## src/rtl/gpio_edge_port.sv

```systemverilog
module gpio_edge_port #(
  parameter logic [7:0] ANALOG_MASK   = 8'h00,
  parameter bit         DEBUG_VARIANT = 1'b0
) (
  input  logic       clk,
  input  logic       rst_n,
  input  logic       bus_we,
  input  logic [2:0] bus_addr,
  input  logic [7:0] bus_wdata,
  output logic [7:0] bus_rdata,
  input  logic [7:0] pad_in,
  output logic [7:0] pad_oe,
  output logic [7:0] pad_out,
  output logic [7:0] pad_pull,
  input  logic [7:0] alt_en,
  input  logic [7:0] alt_oe,
  input  logic [7:0] alt_out,
  input  logic       dbg_en,
  output logic       irq
);
  localparam logic [7:0] PIN_MASK = DEBUG_VARIANT ? 8'h7F : 8'hFF;
  localparam logic [7:0] DBG_PINS = 8'h0F;
  localparam logic [2:0] A_DIR = 3'd0, A_OUT = 3'd1, A_IN = 3'd2,
                         A_FLAG = 3'd3, A_EN = 3'd4, A_SEL = 3'd5;

  logic [7:0] dir_q, out_q, sel_q, en_q, flag_q, s1_q, s2_q, prev_q;
  logic [7:0] hit, flag_n;
  logic       gpio_off, wr_flag;

  assign gpio_off = DEBUG_VARIANT && dbg_en;
  assign hit      = (s2_q ^ prev_q) & (s2_q ^ sel_q) & PIN_MASK;
  assign wr_flag  = bus_we && (bus_addr == A_FLAG);
  assign flag_n   = (wr_flag ? (flag_q & bus_wdata) : flag_q) | hit;
  assign irq      = |(flag_q & en_q);

  always_ff @(posedge clk) begin
    if (!rst_n) begin
      dir_q  <= 8'h00;
      out_q  <= ~ANALOG_MASK & PIN_MASK;
      sel_q  <= 8'h00;
      en_q   <= 8'h00;
      flag_q <= 8'h00;
      s1_q   <= 8'h00;
      s2_q   <= 8'h00;
      prev_q <= 8'h00;
    end else begin
      s1_q   <= pad_in & PIN_MASK;
      s2_q   <= s1_q;
      prev_q <= s2_q;
      flag_q <= flag_n;
      if (bus_we) begin
        case (bus_addr)
          A_DIR:   dir_q <= bus_wdata & PIN_MASK;
          A_OUT:   out_q <= bus_wdata & PIN_MASK;
          A_EN:    en_q  <= bus_wdata & PIN_MASK;
          A_SEL:   sel_q <= bus_wdata & PIN_MASK;
          default: ;
        endcase
      end
    end
  end

  always_comb begin
    case (bus_addr)
      A_DIR:   bus_rdata = dir_q;
      A_OUT:   bus_rdata = out_q;
      A_IN:    bus_rdata = s2_q;
      A_FLAG:  bus_rdata = flag_q;
      A_EN:    bus_rdata = en_q;
      A_SEL:   bus_rdata = sel_q;
      default: bus_rdata = 8'h00;
    endcase
  end

  always_comb begin
    for (int i = 0; i < 8; i++) begin
      if (!PIN_MASK[i] || (gpio_off && DBG_PINS[i])) begin
        pad_oe[i] = 1'b0; pad_out[i] = 1'b0; pad_pull[i] = 1'b0;
      end else if (alt_en[i]) begin
        pad_oe[i] = alt_oe[i]; pad_out[i] = alt_out[i]; pad_pull[i] = 1'b0;
      end else if (gpio_off) begin
        pad_oe[i] = 1'b0; pad_out[i] = 1'b0; pad_pull[i] = 1'b0;
      end else begin
        pad_oe[i]   = dir_q[i];
        pad_out[i]  = out_q[i];
        pad_pull[i] = ~dir_q[i] & out_q[i];
      end
    end
  end
endmodule

```

## config.mk

```make
export PLATFORM = sky130hd
export DESIGN_NAME = gpio_edge_port
export DESIGN_NICKNAME = d
export VERILOG_FILES = /design/src/rtl/gpio_edge_port.sv
export SDC_FILE = /design/constraint.sdc
export NUM_CORES = 1
export LEC_CHECK = 0
export BUFFER_PORTS_ARGS = -buffer_cell sky130_fd_sc_hd__buf_2
export CAP_MARGIN = 15
export CORE_ASPECT_RATIO = 1.5
export CORE_MARGIN = 1.5
export CORE_UTILIZATION = 30
export CTS_BUF_LIST = sky130_fd_sc_hd__clkbuf_8
export CTS_CLUSTER_DIAMETER = 30
export DETAILED_ROUTE_END_ITERATION = 10
export GPL_TIMING_DRIVEN = 0
export PLACE_DENSITY = 0.49
export SETUP_SLACK_MARGIN = 0.02
export SYNTH_ARGS = -nofsm -noshare
export SYNTH_HDL_FRONTEND = slang
export SYNTH_SLANG_ARGS = --single-unit
```

## constraint.sdc

```tcl
create_clock -name clk -period 1 [get_ports clk]
set_input_delay 0.05 -clock clk [delete_from_list [all_inputs] [get_ports clk]]
set_output_delay 0.05 -clock clk [all_outputs]
set_load 0.02 [all_outputs]
```

Word-level counts from Yosys, hierarchy flattened
Cells that the tools add are included.
{"block": "classes", "addsub": 0, "n_mul": 0, "n_div": 0, "magnitude_cmp": 0, "eq_ne": 5, "n_shift": 0, "n_mux": 26, "bitwise_logic": 22, "reduce_logical": 7}
{"operator": "$pmux 8 s6", "n": 1}
{"operator": "$and 8x8->8", "n": 3}
{"operator": "$mux 1", "n": 24}
{"operator": "$xor 8x8->8", "n": 2}
{"operator": "$and 1x1->1", "n": 8}
{"operator": "$mux 8", "n": 1}
{"operator": "$not 1->1", "n": 8}
{"operator": "$or 8x8->8", "n": 1}
{"operator": "$reduce_and 2->1", "n": 4}
{"operator": "$reduce_or 8->1", "n": 1}
{"operator": "$eq 3x2->1 const B", "n": 2}
{"operator": "$eq 3x3->1 const B", "n": 2}
{"operator": "$eq 3x1->1 const B", "n": 1}
{"operator": "$logic_not 3->1", "n": 1}
{"operator": "$logic_and 1x1->1", "n": 1}
{"block": "totals", "reg_bits": 64, "latchBits": 0, "ram_bits": 0, "romBits": 0, "input_bits": 47, "out_inout_bits": 33, "n_memories": 0}

Logic depth before layout (Yosys ltp)
{"block": "depth", "word_depth": 4, "mapped_depth": 5, "depth_no_buf": 3}

Least setup slack after synthesis
No wires, ideal clock.
{"block": "synth_timing", "kind": "input -> output", "from": "input port bus_addr[1]", "to": "output port bus_rdata[0]", "t_arrival_ps": 1024, "setup_slack_ps": -74, "path_stages": 5, "cell_sequence": "buf_6 > buf_6 > mux2i_1 > a2bb2oi_1 > o21ai_0"}
{"block": "synth_via", "elab_chain_len": 2, "elab_cells_between_ends": 7}
{"element": "from (decl)", "line": "8", "text": "input logic [2:0] bus_addr,"}
{"element": "$eq 3x3->1 (tied with other cells)", "line": "64", "text": "case (bus_addr)"}
{"element": "$pmux 8 s6 *", "line": "64"}
{"element": "to (decl)", "line": "10", "text": "output logic [7:0] bus_rdata,"}
Every way passes the cells marked *; elsewhere a longest branch is shown, timed or not.

Worst setup path after layout
{"block": "layout_timing", "from": "register out_q[1]", "to": "output port bus_rdata[1]"}
{"block": "layout_via", "elab_chain_len": 1}
{"element": "from (decl)", "line": "26", "text": "logic [7:0] dir_q, out_q, sel_q, en_q, flag_q, s1_q, s2_q, prev_q;"}
{"element": "from (signal assigned)", "line": "39", "text": "out_q <= ~ANALOG_MASK & PIN_MASK;"}
{"element": "from (signal assigned)", "line": "54", "text": "A_OUT: out_q <= bus_wdata & PIN_MASK;"}
{"element": "$pmux 8 s6", "line": "64"}
No other way between the ends.

==> flow_metrics.tcl <==
set metrics [dict create \
    cts-root-buf "clkbuf_8" \
    ys_ff_latch 64 \
    hold_viol_final 0 \
    hpwl_mm 6.12 \
    drv_slew 0 \
    clockBufferDepth 2 \
    routabilityCongestion 0.832 \
    synth_common_cells "dfxtp_1 (64), nand2_1 (40), o21ai_0 (27)" \
    cts_made_buffers 9 \
    drive_above_1_share 0.450 \
    syn_nets 363 \
    first_pass_iters 4 \
    core_mm2 0.00958 \
    clk_latency_ns 0.34 \
    io_buffers 77 \
    power_density_mw_per_mm2 1400 \
    arrival_ns 1.44 \
    die_w_um 83.8 \
    netlist_area_mm2 0.00294 \
    grt.overflow.total 0 \
    drc_errors 0 \
    first_iter_violations 136 \
    regArea_mm2 0.00133 \
    grt_start_max_net_pins 11 \
    period_share 1.49 \
    avgViaCountPerCell 4.93 \
    htree_levels 3 \
    fillers 970 \
    worst_pin_slew_ns 0.672 \
    violations "setup timing" \
    finalNonFillerCells 559 \
    grt_pass1_wl_mm 14.0 \
    layout.nets 487 \
    status "finished with violations" \
    cp-start-kind "flop" \
    cts_tree "yes" \
    required_ns 0.95 \
    final_area_mm2 0.00441 \
    clock-sinks 64 \
    synthArstFlopShare 0 \
    whs_ns 0.0388 \
    multi_input_area_mm2 0.00172 \
    finalSetupViolCount 33 \
    yosysSeqAreaShare 0.436 \
    rows 44 \
    irDropWorstVdd_v 0.000659 \
    ys_top_cells_by_area "dfxtp_1 (44%), mux2_2 (8.0%), and2_1 (5.1%)" \
    grt_use_total 0.175 \
    num_vias 2754 \
    endpoint_kind "output pin" \
    grt_pass1_vias 2701 \
    leakage_nw 1.86 \
    ys.flop_type "dfxtp_1" \
    syn_inst 316 \
    yosysTopAreaCell "dfxtp_1" \
    antenna_left 0 \
    synth_edf_count 0 \
    antenna_found_initial 0 \
    timing.final.ws_setup_ns -0.489 \
    wl_per_cell_um 15.9 \
    syn_to_final_growth_pct 50.1 \
    synth.most_common_cell "dfxtp_1" \
    max_slew_margin 0.552 \
    die_h_um 124 \
    reg2reg_slack_ns 0.09 \
    critical_path.max_fanout 2 \
    placed_cells 508 \
    dpl_cell_area_mm2 0.00348 \
    die_area_mm2 0.0104 \
    path_class "reg2out" \
    io_pins 80 \
    fmax_ghz 0.672 \
    initial_core_util 0.307 \
    drv_cap 0 \
    antenna_cells 0 \
    avgSynthCellArea_um2 9.30 \
    rsz0062_at_grt "true" \
    hp-class "in2reg" \
    synth_top_area_share 0.436 \
    synth_cell_types 33 \
    clock_skew_ns 0.00403 \
    clk_pin_slew_ns 0.07 \
    fin_crit_ns 1.49 \
    routed_wl_mm 8.86 \
    yosysWarnings 0 \
]
worst max-delay path, cell delays in order (launching register included):
cell     delay (ns)
dfxtp_2        0.33
mux2_4         0.26
a221o_1        0.36
buf_6          0.15
power breakdown:
part           switching, mW  total [mW]  internal (mW)
logic                  0.494        1.01          0.518
registers             0.0633        2.70           2.63
clock network          0.966        2.48           1.51
stage by stage:
stage	power [mW]	setup TNS [ns]	setup slack, ns	utilization
6_report	6.19	-7.19	-0.489	0.460
4_1_cts	6.23	-7.55	-0.540	0.446
2_1_floorplan	3.20	-0.0415	-0.0208	-
3_3_place_gp	3.51	-11.61	-0.448	0.363
5_1_grt	6.47	-8.90	-0.533	0.460
3_5_place_dp	3.52	-11.72	-0.459	0.363
timing repair:
action / in CTS / in global routing
endpoints found under the hold margin: 28 / 0
pin swaps: 16 / 13
endpoints found under the setup margin: 41 / 39
setup buffers: 14 / 8
gates cloned: 0 / 0
hold buffers: 16 / 0
resized for setup: 104 / 28
final timing paths:
kind            start            to  depth (start not counted)
max          out_q[1]  bus_rdata[1]                          3
max reg2reg  sel_q[7]     flag_q[7]                          4
min             rst_n      sel_q[0]                          3
min reg2reg   s1_q[6]       s2_q[6]                          1
cells in the final DEF, fill, tap and decap left out, drive strengths merged, types with 2 or more instances in the layout:
| cell type | netlist | layout |
|---|---|---|
| bufinv | 0 | 2 |
| dfxtp | 64 | 64 |
| mux2i | 13 | 13 |
| a21boi | 16 | 16 |
| nor3b | 12 | 12 |
| a2bb2oi | 3 | 3 |
| dlygate4sd3 | 0 | 16 |
| mux2 | 23 | 23 |
| buf | 12 | 109 |
| clkbuf | 7 | 18 |
| and2 | 24 | 24 |
| nor2 | 5 | 5 |
| o21ai | 27 | 27 |
| nand2b | 4 | 4 |
| a21oi | 11 | 11 |
| nand2 | 40 | 40 |
| inv | 1 | 2 |
| nor3 | 2 | 2 |
| nand3 | 16 | 16 |
| a32oi | 3 | 3 |
| nand4b | 2 | 2 |
| nor2b | 12 | 12 |
| a221o | 2 | 2 |
| a22oi | 11 | 11 |
sequential cells by signal, indices dropped and copies added, names as in the netlist:
signal  count
dir_q       8
en_q        8
flag_q      8
out_q       8
prev_q      8
s1_q        8
s2_q        8
sel_q       8
layer usage:
layer | routed length, um | GRT usage
met5 | 0 | 0
met2 | 4700 | 0.309
met1 | 3830 | 0.207
met4 | 93 | 0.0608
met3 | 242 | 0.0399
final cells by class:
type / count / area share
well taps: 115 / 0.0326
inverters: 1 / 0.000851
plain buffers: 19 / 0.0253
repair buffers: 113 / 0.200
flip-flops and latches: 64 / 0.301
clock inverters: 4 / 0.0156
multi-input cells: 232 / 0.391
clock buffers: 11 / 0.0343
kinds of logic (layout without fill, tap and decap cells):
family,Yosys count,in the layout,share of synthesized area
and+or+nand+nor,122,122,0.232
AOI/OAI and AO/OA,74,74,0.161
DFF,64,64,0.436
muxes,36,36,0.132
buffers and inverters,20,148,0.0383
Power figures use the tool's default switching activity.
